### src/rtl/sg_pkg.sv
package sg_pkg;
  localparam logic [7:0] REG_RESET = 8'hDE;

  typedef struct packed {
    logic setFlag;    // comparator low while enabled
    logic writeFlag;  // accepted software write to the flag
    logic clearFlag;  // qualification window finished
    logic runTimer;   // count this cycle, else hold counter at zero
  } sgStrobe_t;
endpackage

### src/rtl/sg_filter.sv
module sg_filter #(
  parameter int SYNC_STAGES = 2,
  parameter int FILT_LEN    = 4
) (
  input  logic clk,
  input  logic rstN,
  input  logic rawIn,
  output logic level
);
  localparam int CW = $clog2(FILT_LEN) + 1;

  logic [SYNC_STAGES-1:0] syncQ;
  logic [CW-1:0]          runCnt;

  always_ff @(posedge clk or negedge rstN) begin
    if (!rstN) syncQ <= '1;
    else       syncQ <= {syncQ[SYNC_STAGES-2:0], rawIn};
  end

  // level follows the synchronised sample only after FILT_LEN agreeing samples
  always_ff @(posedge clk or negedge rstN) begin
    if (!rstN) begin
      level  <= 1'b1;
      runCnt <= '0;
    end else if (syncQ[SYNC_STAGES-1] == level) begin
      runCnt <= '0;
    end else if (runCnt == CW'(FILT_LEN - 1)) begin
      level  <= syncQ[SYNC_STAGES-1];
      runCnt <= '0;
    end else begin
      runCnt <= runCnt + 1'b1;
    end
  end
endmodule

### src/rtl/sg_control.sv
module sg_control
  import sg_pkg::*;
(
  input  logic      enable,
  input  logic      flag,
  input  logic      lowAny,
  input  logic      wrEn,
  input  logic      wrFlagBit,
  input  logic      timerAtEnd,
  output sgStrobe_t strobe
);
  always_comb begin
    strobe.setFlag   = enable && lowAny;
    strobe.writeFlag = wrEn && !strobe.setFlag && (wrFlagBit || !lowAny);
    strobe.runTimer  = enable && !lowAny && flag;
    strobe.clearFlag = strobe.runTimer && timerAtEnd;
  end
endmodule

### src/rtl/sg_datapath.sv
module sg_datapath
  import sg_pkg::*;
#(
  parameter int SYNC_STAGES = 2,
  parameter int FILT_LEN    = 4,
  parameter int HOLD_CYCLES = 1000
) (
  input  logic       clk,
  input  logic       rstN,
  input  logic       cmpAnaIn,
  input  logic       cmpDigIn,
  input  logic       wrEn,
  input  logic [7:0] wrData,
  input  sgStrobe_t  strobe,
  output logic       lowAny,
  output logic       enable,
  output logic       flag,
  output logic       timerAtEnd,
  output logic [1:0] tripAna,
  output logic [1:0] tripDig,
  output logic [7:0] rdData
);
  localparam int TW = $clog2(HOLD_CYCLES + 1);

  logic [1:0]    okLevel;  // [1] digital rail, [0] analog rail
  logic [TW-1:0] holdCnt;

  for (genvar i = 0; i < 2; i++) begin : g_filt
    sg_filter #(.SYNC_STAGES(SYNC_STAGES), .FILT_LEN(FILT_LEN)) u_filt (
      .clk   (clk),
      .rstN  (rstN),
      .rawIn (i == 0 ? cmpAnaIn : cmpDigIn),
      .level (okLevel[i])
    );
  end

  assign lowAny     = ~&okLevel;
  assign timerAtEnd = (holdCnt == TW'(HOLD_CYCLES - 1));

  always_ff @(posedge clk or negedge rstN) begin
    if (!rstN) begin
      tripDig <= REG_RESET[4:3];
      tripAna <= REG_RESET[2:1];
      enable  <= REG_RESET[0];
    end else if (wrEn) begin
      tripDig <= wrData[4:3];
      tripAna <= wrData[2:1];
      enable  <= wrData[0];
    end
  end

  always_ff @(posedge clk or negedge rstN) begin
    if (!rstN)                 flag <= REG_RESET[5];
    else if (strobe.setFlag)   flag <= 1'b1;
    else if (strobe.writeFlag) flag <= wrData[5];
    else if (strobe.clearFlag) flag <= 1'b0;
  end

  always_ff @(posedge clk or negedge rstN) begin
    if (!rstN)                           holdCnt <= '0;
    else if (!strobe.runTimer || timerAtEnd) holdCnt <= '0;
    else                                 holdCnt <= holdCnt + 1'b1;
  end

  assign rdData = {okLevel[1], okLevel[0], flag, tripDig, tripAna, enable};
endmodule

### src/rtl/supply_guard.sv
module supply_guard
  import sg_pkg::*;
#(
  parameter int CLK_HZ      = 50_000_000,
  parameter int HOLD_MS     = 250,
  parameter int HOLD_CYCLES = CLK_HZ / 1000 * HOLD_MS,
  parameter int SYNC_STAGES = 2,
  parameter int FILT_LEN    = 4
) (
  input  logic       clk,
  input  logic       rstN,
  input  logic       wrEn,
  input  logic [7:0] wrData,
  output logic [7:0] rdData,
  input  logic       cmpAnaIn,
  input  logic       cmpDigIn,
  input  logic       intEnable,
  output logic       irq,
  output logic [1:0] tripAna,
  output logic [1:0] tripDig
);
  sgStrobe_t strobe;
  logic lowAny, enable, flag, timerAtEnd;

  sg_control u_ctrl (
    .enable     (enable),
    .flag       (flag),
    .lowAny     (lowAny),
    .wrEn       (wrEn),
    .wrFlagBit  (wrData[5]),
    .timerAtEnd (timerAtEnd),
    .strobe     (strobe)
  );

  sg_datapath #(
    .SYNC_STAGES (SYNC_STAGES),
    .FILT_LEN    (FILT_LEN),
    .HOLD_CYCLES (HOLD_CYCLES)
  ) u_dp (
    .clk        (clk),
    .rstN       (rstN),
    .cmpAnaIn   (cmpAnaIn),
    .cmpDigIn   (cmpDigIn),
    .wrEn       (wrEn),
    .wrData     (wrData),
    .strobe     (strobe),
    .lowAny     (lowAny),
    .enable     (enable),
    .flag       (flag),
    .timerAtEnd (timerAtEnd),
    .tripAna    (tripAna),
    .tripDig    (tripDig),
    .rdData     (rdData)
  );

  assign irq = flag && intEnable;
endmodule

### config.mk
export PLATFORM = sky130hd
export DESIGN_NAME = supply_guard
export DESIGN_NICKNAME = d
export VERILOG_FILES = /design/src/rtl/sg_pkg.sv /design/src/rtl/sg_filter.sv /design/src/rtl/sg_control.sv /design/src/rtl/sg_datapath.sv /design/src/rtl/supply_guard.sv
export SDC_FILE = /design/constraint.sdc
export NUM_CORES = 1
export LEC_CHECK = 0
export BUFFER_PORTS_ARGS = -buffer_cell sky130_fd_sc_hd__buf_4
export CAP_MARGIN = 20
export CELL_PAD_IN_SITES_DETAIL_PLACEMENT = 0
export CELL_PAD_IN_SITES_GLOBAL_PLACEMENT = 1
export CORE_MARGIN = 2
export CORE_UTILIZATION = 44
export DETAILED_ROUTE_END_ITERATION = 16
export PLACE_DENSITY_LB_ADDON = 0.12
export SYNTH_ARGS = -nofsm -noshare
export SYNTH_HDL_FRONTEND = slang
export SYNTH_SLANG_ARGS = --single-unit
### constraint.sdc
create_clock -name clk -period 2.6 [get_ports clk]
set_input_delay 0.52 -clock clk [delete_from_list [all_inputs] [get_ports clk]]
set_output_delay 0.52 -clock clk [all_outputs]
set_load 0.1 [all_outputs]
# Word level (Yosys, flattened, before mapping)
# Cells that the tools add are included.
[totals]
regBits = 42
out_inout_bits = 13
input_bits = 14
word_cells = 45
[op_classes]
n_mux = 8
eq_ne = 5
reduce_logical = 16
addsub = 3
bitwise = 2
[op_table]
columns = ["operator", "n"]
rows = [
  ["adder 24 x 1 -> 24 bit (second input constant)", 1],
  ["equality test 24 bit (second input constant)", 1],
  ["two-way mux 24 bit", 1],
  ["two-way mux 3 bit", 4],
  ["logical AND 1 bit", 7],
  ["adder 3 x 1 -> 3 bit (second input constant)", 2],
  ["equality test 3 x 2 -> 1 bit (second input constant)", 2],
  ["AND reduction 2 bit", 3],
  ["zero test 1 bit", 3],
  ["two-way mux 1 bit", 3],
  ["nonzero test 3 bit", 1],
  ["equality test 1 bit", 2],
  ["logical OR 1 bit", 2],
  ["inverter 1 bit", 2],
]

# Depth between registers and ports, before layout
# Gate-level depths: netlist of run 1.
[logic_depth]
word_depth = 8
depth_mapped = 6
mapped_depth_nobuf = 5

# By module
# A second synthesis of run 1 with hierarchy kept.
[unflattened]
cells_unflattened = 184
area_unflattened_um2 = 2014.4
[modules_own_cells]
columns = ["module", "area_each_um2", "cells_per_inst", "instances"]
rows = [
  ["sg_datapath", 1526.5, 151, 1],
  ["sg_filter", 220.2, 13, 2],
  ["sg_control", 41.3, 6, 1],
  ["supply_guard", 6.3, 1, 1],
]

# Worst setup path before layout of run 1
# OpenSTA, ideal clock, no wires.
[synth_path]
path_kind = "reg2reg"
startpoint = "register u_dp.holdCnt[0]"
endpoint = "register u_dp.holdCnt[22]"
arrival_time_ns = 2.030
required_time_ns = 2.526
synth_period_minus_slack_ns = 2.105
stages_incl_launch_ff = 7
setup_slack_ns = 0.495
cell_sequence = "dfrtp_1 -> ha_1 -> nand4_4 -> or4_4 -> buf_6 -> or4_4 -> a21oi_2"
[synth_between]
elab_chain_len = 3
elab_cells_between_ends = 4
cone_classes = "add/sub: 1; eq/ne: 1; mux: 1; reduce/logical: 1"
[synth_lines]
columns = ["element", "line", "text"]
rows = [
  ["start, declared", "sg_datapath.sv:26", "logic [TW-1:0] holdCnt;"],
  ["start signal, assigned", "sg_datapath.sv:62", "else holdCnt <= holdCnt + 1'b1;"],
  ["branches (longest 2 deep; another with adder 24 x 1 -> 24 bit)", "n/a", ""],
  ["two-way mux 24 bit *", "sg_datapath.sv:61", "else if (!strobe.runTimer || timerAtEnd) holdCnt <= '0;"],
]
# Mark *: on every way between the ends.
# A chain may end at the register's enable or synchronous reset.

# Final worst setup path of run 1
# Ends and elaborated chain as after synthesis.

==> impl_metrics.py, run 1 <==
metrics = {
    "outcome": {
        "status": "finished, final reports clean",
    },
    "power_and_ir_drop": {
        "p_per_area_nw_per_um2": 757,
        "ir_worst_vdd_mv": 0.312,
        "power.total_mw": 1.71,
        "p_leak_nw": 0.888,
    },
    "global_routing": {
        "grt_pass1_vias": 1342,
        "grt_pass1_wl_um": 6490,
        "globalRouteOverflowTotal": 0,
        "antenna_found_initial": 0,
        "grt_usage_pct": 16.1,
        "grt_start_max_net_pins": 43,
    },
    "clock_tree": {
        "post_cts_buffers": 0,
        "cts_tree": "done",
        "cts-buffers-inserted": 5,
        "path_clk_slew_ns": 0.09,
        "insertion_delay_ns": 0.29,
        "clock-sinks": 42,
        "cts_buffer_depth": 2,
        "cts-resized-gates": 0,
        "htree_levels": 2,
        "cts_root_buf": "clkbuf_8",
        "holdBufCountCts": 0,
    },
    "timing": {
        "fin_setup_tns_ns": 0,
        "postLayoutSetupSlackWorst_ns": 0.413,
        "max_slew_margin_pct": 65.2,
        "timing.fmax_mhz": 457,
        "tightest_slew_ns": 0.522,
        "finalHoldViolations": 0,
        "fin_skew_ns": 0.00705,
        "fin_crit_ns": 2.19,
        "rsz0062_at_grt": "false",
        "maxSlewViolCount": 0,
        "setup_viol": 0,
        "fin_crit_sh_pct": 84.1,
    },
    "cells_and_area": {
        "drive_gt1_share_pct": 28.0,
        "num_antenna_cells": 0,
        "final_nets": 223,
        "fin_area_um2": 2260,
        "area_delta_synth_final_pct": 13.2,
        "stdcell_count": 259,
        "num-fill-cells": 392,
    },
    "yosys": {
        "synth_nets": 204,
        "synth_top_area_share_pct": 40.0,
        "syn-cell-area_um2": 2000,
        "postSynth.asyncResetShare_pct": 100,
        "seq_area_frac_synth_pct": 53.2,
        "yosysMostFrequentCell": "dfrtp_1",
        "yosys-top-cells-count": "dfrtp_1, nor2_1, a21oi_1, nand3_1",
        "yosysWarnings": 0,
        "synth_top_area_cell": "dfrtp_1",
        "synthCells": 187,
        "synthTopCellsByArea": "dfrtp_1, dfstp_2, xnor2_1",
        "synth_edf_count": 0,
        "ys_dominant_reg_cell": "dfrtp_1",
        "syn_area_per_cell_um2": 10.7,
        "ys_types": 36,
        "synth_seq_cells": 42,
    },
    "setup_path": {
        "worstPathBufferInverterCount": 0,
        "worstPathCellList": "ha_1, nand4_4, or4_4, or4_4, a21oi_2",
        "rrSetupSlack_ns": 0.41,
        "arrival_ns": 2.42,
        "required_ns": 2.83,
        "crit_slowest_cell": "or4_4",
        "worstPathMaxFanout": 11,
        "criticalPathCategory": "flop to flop",
        "cp_top_family": "simple AND/OR/NAND/NOR gates",
        "start_kind": "flop",
        "end_kind": "flop",
        "path_common_cell": "or4_4",
        "max_stage_delay_ns": 0.63,
    },
    "die": {
        "fp.dieW_um": 71.4,
        "row_count": 24,
        "initial_core_util_pct": 45.9,
        "ioPinCount": 27,
        "dieArea_um2": 5100,
        "core_um2": 4350,
        "die_height_um": 71.4,
    },
    "place": {
        "gp_congestion": 0.754,
        "dpl.hpwl_um": 2570,
        "pre_cts_ws_ns": 0.420,
        "placed_cell_area_um2": 2170,
        "io_buffers": 24,
        "dp_cells": 251,
    },
    "detailed_routing": {
        "via_per_inst": 5.51,
        "detail-route-antenna-nets": 0,
        "vias": 1428,
        "drtPass1Iterations": 4,
        "routedWlPerCell_um": 14.3,
        "dr.first_iter.drc_count": 49,
        "drc": 0,
        "wl_um": 3690,
    },
    "hold_path": {
        "hp-class": "input pin to asynchronous set/reset pin",
    },
    "flow_run": {
        "maxCapViolCount": 0,
    },
}
==> logic make-up after synthesis <==
family | after synthesis | share of synthesized area (%)
compound gates | 29 | 8.57
xor+xnor | 11 | 4.82
fa+ha+maj | 3 | 1.88
buf+inv | 19 | 5.44
flops | 42 | 53.2
mux | 6 | 3.38
simple gates | 77 | 22.8
==> registers in the layout, summed over array words and instances (netlist names) <==
name,flops
u_dp.holdCnt,24
u_dp.tripAna,2
u_dp.g_filt.u_filt.level,2
u_dp.g_filt.u_filt.syncQ,4
u_dp.g_filt.u_filt.runCnt,6
u_dp.tripDig,2
u_dp.enable,1
u_dp.flag,1
==> report_power, final <==
| part | switching [mW] | total (mW) | internal (mW) |
|---|---|---|---|
| registers | 0.0447 | 0.776 | 0.731 |
| clock network | 0.236 | 0.428 | 0.192 |
| logic | 0.380 | 0.509 | 0.129 |
==> metrics by stage <==
stage / hold slack [ns] / util (%)
floorplan: 0.224 / -
global placement: 0.346 / 49.9
detailed placement: 0.347 / 49.9
CTS: 0.215 / 52.0
global route: 0.235 / 52.0
finish: 0.202 / 52.0
==> path summary, 6_finish.rpt <==
kind / from / to / cells after the start
setup / recovery: u_dp.holdCnt[0]$_DFF_PN0_ / u_dp.holdCnt[22]$_DFF_PN0_ / 5
hold / removal: rstN / u_dp.holdCnt[6]$_DFF_PN0_ / 1
setup reg to reg: u_dp.holdCnt[0]$_DFF_PN0_ / u_dp.holdCnt[22]$_DFF_PN0_ / 5
hold reg to reg: u_dp.g_filt[0].u_filt.syncQ[0]$_DFF_PN1_ / u_dp.g_filt[0].u_filt.syncQ[1]$_DFF_PN1_ / 0
max in group asynchronous: rstN / u_dp.tripDig[0]$_DFFE_PN1P_ / 1
min in group clk: cmpAnaIn / u_dp.g_filt[0].u_filt.syncQ[0]$_DFF_PN1_ / 1
==> area by class of cell <==
class                           instances  area [um2]  area share [%]
Tap cell                               52        65.1            2.87
Timing Repair Buffer                   25         188            8.29
Multi-Input combinational cell        126         833            36.8
Inverter                                6        22.5           0.994
Clock inverter                          3        23.8            1.05
Clock buffer                            5        68.8            3.04
Sequential cell                        42        1060            47.0
==> layer usage <==
layer  global-route usage, %  part of all wire (%)  vias to the layer above
li1                        -                     -                      705
met1                    22.0                    48                      690
met2                    25.3                    46                       27
met3                    4.50                   4.6                        6
met4                    4.40                   1.3                        0
met5                       0                     0                        -
==> worst reg2reg max path, delay by kind of cell (launching register included) <==
family,cells,cell delay [ns]
adders and majority gates,1,0.27
AOI/OAI and AO/OA,1,0.14
and+or+nand+nor,3,1.31
DFF,1,0.41
==> layout by cell type, fill, tap and decap left out, types with 3 or more instances in the layout <==
cell type and n:
a21oi_1 12, buf_4 25, clkbuf_8 5, dfrtp_1 32, dfstp_2 10, ha_1 3
inv_1 6, mux2_2 6, nand2_1 10, nand3_1 11, nand4_1 7, nor2_1 14
nor2b_1 4, nor3_1 5, o21ai_0 8, o31ai_1 5, or3_1 3, or4_1 5
xnor2_1 9
Note: power is estimated with default switching activity, not from simulation.
==> inputs of run 2 (changes only) <==
clock period = 2.2 ns   (was 2.6 ns; I/O delays follow)
==> impl_metrics.py, run 2 (synthesis results as in run 1) <==
metrics = {
    "setup_path": {
        "worstPathMaxFanout": 11,
        "end_kind": "flop",
        "arrival_ns": 2.32,
        "criticalPathCategory": "flop to flop",
        "worstPathBufferInverterCount": 0,
        "max_stage_delay_ns": 0.62,
        "crit_slowest_cell": "or4_4",
        "start_kind": "flop",
        "cp_top_family": "simple AND/OR/NAND/NOR gates",
        "path_common_cell": "or4_4",
        "required_ns": 2.43,
        "worstPathCellList": "ha_2, nand4_4, or4_4, or4_4, a21oi_2",
    },
    "cells_and_area": {
        "stdcell_count": 262,
        "final_common_cell": "dfrtp_1",
        "drive_gt1_share_pct": 29.5,
        "largest_reg_flops": 24,
        "fin_util_pct": 52.4,
        "largest-register": "u_dp.holdCnt",
        "final_nets": 226,
        "area_delta_synth_final_pct": 14.1,
        "num_antenna_cells": 0,
        "largest_registers": "u_dp.holdCnt (24), u_dp.g_filt.u_filt.runCnt (6), u_dp.g_filt.u_filt.syncQ (4)",
        "mostFrequentLayoutCells": "dfrtp_1, buf_4, nor2_1, a21oi_1, nand3_1",
        "fin_area_um2": 2280,
    },
    "power_and_ir_drop": {
        "switching_share_pct": 37.9,
        "power.share.combinational_pct": 30.1,
        "ir_worst_vdd_mv": 0.304,
        "power.total_mw": 1.99,
        "p_leak_nw": 0.905,
        "p_int_mw": 1.24,
        "p_seq_share_pct": 46.1,
        "p_per_area_nw_per_um2": 872,
        "power_frac_clock_pct": 23.8,
        "p_sw_mw": 0.754,
    },
    "place": {
        "placed_cell_area_um2": 2190,
        "gp_congestion": 0.764,
        "dpl.hpwl_um": 2650,
        "pre_cts_ws_ns": 0.0868,
        "dp_cells": 254,
        "io_buffers": 24,
    },
    "timing": {
        "maxSlewViolCount": 0,
        "rsz0062_at_grt": "false",
        "fin_crit_ns": 2.09,
        "whs_ns": 0.115,
        "setup_viol": 0,
        "fin_crit_sh_pct": 95.0,
        "fin_setup_tns_ns": 0,
        "tightest_slew_ns": 0.528,
        "finalHoldViolations": 0,
        "max_slew_margin_pct": 64.8,
        "postLayoutSetupSlackWorst_ns": 0.111,
        "fin_skew_ns": 0.00447,
        "timing.fmax_mhz": 479,
    },
    "flow_run": {
        "maxCapViolCount": 0,
    },
    "clock_tree": {
        "cts-resized-gates": 0,
        "insertion_delay_ns": 0.29,
        "clock-sinks": 42,
        "post_cts_buffers": 0,
        "cts_tree": "done",
        "htree_levels": 2,
        "cts_buffer_depth": 2,
        "holdBufCountCts": 0,
        "path_clk_slew_ns": 0.08,
        "cts_root_buf": "clkbuf_8",
        "cts-buffers-inserted": 5,
    },
    "global_routing": {
        "grt.met1_usage_pct": 21.9,
        "use_met2_pct": 26.6,
        "globalRouteOverflowTotal": 0,
        "grt_usage_pct": 16.6,
        "antenna_found_initial": 0,
        "grtUsageMet3_pct": 4.92,
        "grt_most_used_layer": "met2",
        "grt_pass1_wl_um": 6630,
        "grt_pass1_vias": 1421,
        "grt_start_max_net_pins": 43,
    },
    "detailed_routing": {
        "wl_um": 3760,
        "detail-route-antenna-nets": 0,
        "routedWlPerCell_um": 14.4,
        "dr.first_iter.drc_count": 61,
        "drtPass1Iterations": 5,
        "via_per_inst": 5.63,
        "drc": 0,
        "vias": 1474,
    },
    "die": {
        "dieArea_um2": 5100,
        "core_um2": 4350,
        "row_count": 24,
        "die_height_um": 71.4,
        "fp.dieW_um": 71.4,
        "ioPinCount": 27,
        "initial_core_util_pct": 45.9,
    },
    "outcome": {
        "status": "finished, final reports clean",
    },
    "hold_path": {
        "hp-class": "input pin to asynchronous set/reset pin",
    },
}
==> run 2: cell count changes in the layout (fill, tap and decap cells not counted) <==
cell / previous run / this run
buf_4: 25 / 28
clkinv_2: 0 / 2
clkinvlp_4: 2 / 0
clkbuf_1: 0 / 1
ha_1: 3 / 2
ha_2: 0 / 1
inv_6: 1 / 0
or4_1: 5 / 4
or4_4: 2 / 3
==> run 2: power groups by stage <==
stage | Combinational (mW) | Sequential (mW) | Clock, mW
2_1_floorplan | 0.463 | 0.977 | 0
3_3_place_gp | 0.595 | 0.926 | 0
3_5_place_dp | 0.606 | 0.933 | 0
4_1_cts | 0.607 | 0.918 | 0.495
5_1_grt | 0.633 | 0.929 | 0.533
6_report | 0.599 | 0.917 | 0.475
==> run 2: routing by layer <==
metal | part of all wire [%] | vias to the layer above
li1 | - | 714
met1 | 46 | 724
met2 | 48 | 30
met3 | 5.4 | 6
met4 | 1.4 | 0
met5 | 0 | -
==> run 2: layout make-up <==
type	instances	area [um2]
Fill cell	404	2070
Timing Repair Buffer	28	210
Tap cell	52	65.1
Inverter	6	22.5
Sequential cell	42	1060
Clock buffer	6	72.6
Clock inverter	2	10.0
Multi-Input combinational cell	126	840
==> run 2: final timing paths <==
| path | start | to | cells after the start | slack [ns] |
|---|---|---|---|---|
| min in group clk | cmpAnaIn | u_dp.g_filt[0].u_filt.syncQ[0]$_DFF_PN1_ | 1 | 0.25 |
| max | u_dp.holdCnt[0]$_DFF_PN0_ | u_dp.holdCnt[22]$_DFF_PN0_ | 5 | 0.11 |
| min reg2reg | u_dp.g_filt[1].u_filt.syncQ[0]$_DFF_PN1_ | u_dp.g_filt[1].u_filt.syncQ[1]$_DFF_PN1_ | 0 | 0.36 |
| max reg2reg | u_dp.holdCnt[0]$_DFF_PN0_ | u_dp.holdCnt[22]$_DFF_PN0_ | 5 | 0.11 |
| max in group asynchronous | rstN | u_dp.g_filt[1].u_filt.syncQ[1]$_DFF_PN1_ | 1 | 1.70 |
| min | rstN | u_dp.holdCnt[1]$_DFF_PN0_ | 1 | 0.11 |
==> inputs of run 3 (changes only) <==
RECOVER_POWER = 25   (was not set)
==> impl_metrics.py, run 3 (synthesis results as in run 1) <==
metrics = {
    "hold_path": {
        "hp-class": "input pin to flop",
        "hold-path-cell-count": 1,
        "hold_end": "u_dp.g_filt[0].u_filt.syncQ[0]$_DFF_PN1_",
        "hold_start": "cmpAnaIn",
    },
    "power_and_ir_drop": {
        "power.share.combinational_pct": 30.1,
        "p_seq_share_pct": 46.1,
        "power_frac_clock_pct": 23.8,
        "power.total_mw": 1.99,
        "p_int_mw": 1.24,
        "ir_worst_vdd_mv": 0.303,
        "p_per_area_nw_per_um2": 872,
        "p_leak_nw": 0.904,
        "p_sw_mw": 0.753,
        "switching_share_pct": 37.9,
    },
    "timing": {
        "fin_crit_sh_pct": 94.6,
        "timing.fmax_mhz": 480,
        "tightest_slew_ns": 1.03,
        "max_slew_margin_pct": 31.5,
        "fin_setup_tns_ns": 0,
        "fin_crit_ns": 2.08,
        "rsz0062_at_grt": "false",
        "finalHoldViolations": 0,
        "fin_skew_ns": 0.00538,
        "postLayoutSetupSlackWorst_ns": 0.118,
        "setup_viol": 0,
        "maxSlewViolCount": 0,
    },
    "cells_and_area": {
        "largest_registers": "u_dp.holdCnt (24), u_dp.g_filt.u_filt.runCnt (6), u_dp.g_filt.u_filt.syncQ (4)",
        "stdcell_count": 262,
        "mostFrequentLayoutCells": "dfrtp_1, buf_4, nor2_1, a21oi_1, nand3_1",
        "area_delta_synth_final_pct": 14.0,
        "multi_input_comb_area_um2": 840,
        "drive_gt1_share_pct": 29.5,
        "num-fill-cells": 405,
        "seqCellArea_um2": 1060,
        "largest-register": "u_dp.holdCnt",
        "final_nets": 226,
        "num_antenna_cells": 0,
        "final_common_cell": "dfrtp_1",
        "fin_util_pct": 52.4,
        "largest_reg_flops": 24,
    },
    "detailed_routing": {
        "detail-route-antenna-nets": 0,
        "vias": 1474,
        "wl_um": 3760,
        "routedWlPerCell_um": 14.3,
        "dr.first_iter.drc_count": 60,
        "via_per_inst": 5.63,
        "drtPass1Iterations": 4,
        "drc": 0,
    },
    "clock_tree": {
        "holdBufCountCts": 0,
        "cts_tree": "done",
        "cts_root_buf": "clkbuf_8",
        "insertion_delay_ns": 0.29,
        "cts_buffer_depth": 2,
        "htree_levels": 2,
        "clock-sinks": 42,
        "cts-resized-gates": 0,
        "path_clk_slew_ns": 0.08,
        "cts-buffers-inserted": 5,
        "post_cts_buffers": 0,
    },
    "global_routing": {
        "grt_start_max_net_pins": 43,
        "grt_usage_pct": 16.6,
        "grt_pass1_wl_um": 6630,
        "grt_pass1_vias": 1421,
        "globalRouteOverflowTotal": 0,
        "antenna_found_initial": 0,
    },
    "flow_run": {
        "maxCapViolCount": 0,
    },
    "setup_path": {
        "criticalPathCategory": "flop to flop",
        "start_kind": "flop",
        "reg2reg_from": "u_dp.holdCnt[0]$_DFF_PN0_",
        "required_ns": 2.43,
        "worstPathMaxFanout": 11,
        "end_kind": "flop",
        "reg2regPathDepth": 5,
        "r2r-end": "u_dp.holdCnt[22]$_DFF_PN0_",
        "arrival_ns": 2.31,
        "rrSetupSlack_ns": 0.12,
    },
    "die": {
        "dieArea_um2": 5100,
        "die_height_um": 71.4,
        "core_um2": 4350,
        "ioPinCount": 27,
        "row_count": 24,
        "initial_core_util_pct": 45.9,
        "fp.dieW_um": 71.4,
    },
    "place": {
        "dp_cells": 254,
        "pre_cts_ws_ns": 0.0868,
        "gp_congestion": 0.764,
        "dpl.hpwl_um": 2650,
        "io_buffers": 24,
    },
    "outcome": {
        "status": "finished, final reports clean",
    },
}
[run 3: cell type report]
cell class              instances  area share [%]
clock buffers                   6            3.18
inverters                       6           0.987
repair buffers                 28            9.11
multi-input cells             126            36.8
clock inverters                 2           0.439
well taps                      52            2.85
flip-flops and latches         42            46.6
[run 3: layer usage]
metal  GRT usage, %  routed length (um)  part of all wire [%]
met1           21.9                1700                    45
met2           26.6                1780                    47
met3           4.92                 230                   6.1
met4           5.03                  54                   1.4
met5              0                   0                     0
[run 3: worst max-delay path by stage]
stage                                 endpoint                      start  cells past startpoint  slack [ns]
finish              u_dp.holdCnt[22]$_DFF_PN0_  u_dp.holdCnt[0]$_DFF_PN0_                      5        0.12
global route        u_dp.holdCnt[20]$_DFF_PN0_  u_dp.holdCnt[0]$_DFF_PN0_                      5       0.009
CTS                 u_dp.holdCnt[20]$_DFF_PN0_  u_dp.holdCnt[0]$_DFF_PN0_                      5        0.09
detailed placement  u_dp.holdCnt[20]$_DFF_PN0_  u_dp.holdCnt[0]$_DFF_PN0_                      5        0.09
global placement    u_dp.holdCnt[22]$_DFF_PN0_  u_dp.holdCnt[0]$_DFF_PN0_                      5        0.12
floorplan           u_dp.holdCnt[22]$_DFF_PN0_  u_dp.holdCnt[0]$_DFF_PN0_                      6         0.1
[run 3: worst max-delay path, cell delays in order, from the launching register on]
cell,delay (ns)
dfrtp_1,0.41
ha_2,0.25
nand4_4,0.11
or4_4,0.61
or4_4,0.51
a21oi_2,0.14
[run 3: per-stage QoR]
stage / cell area [um2] / hold WS (ns)
3_3_place_gp: 2190 / 0.346
6_report: 2280 / 0.254
4_1_cts: 2280 / 0.132
3_5_place_dp: 2190 / 0.347
2_1_floorplan: 2000 / 0.144
5_1_grt: 2280 / 0.235
[run 3: power groups by stage]
stage	Combinational [mW]	Sequential, mW	Clock, mW
floorplan	0.463	0.977	0
global placement	0.595	0.926	0
detailed placement	0.606	0.933	0
CTS	0.607	0.918	0.495
global route	0.632	0.929	0.533
finish	0.599	0.917	0.474
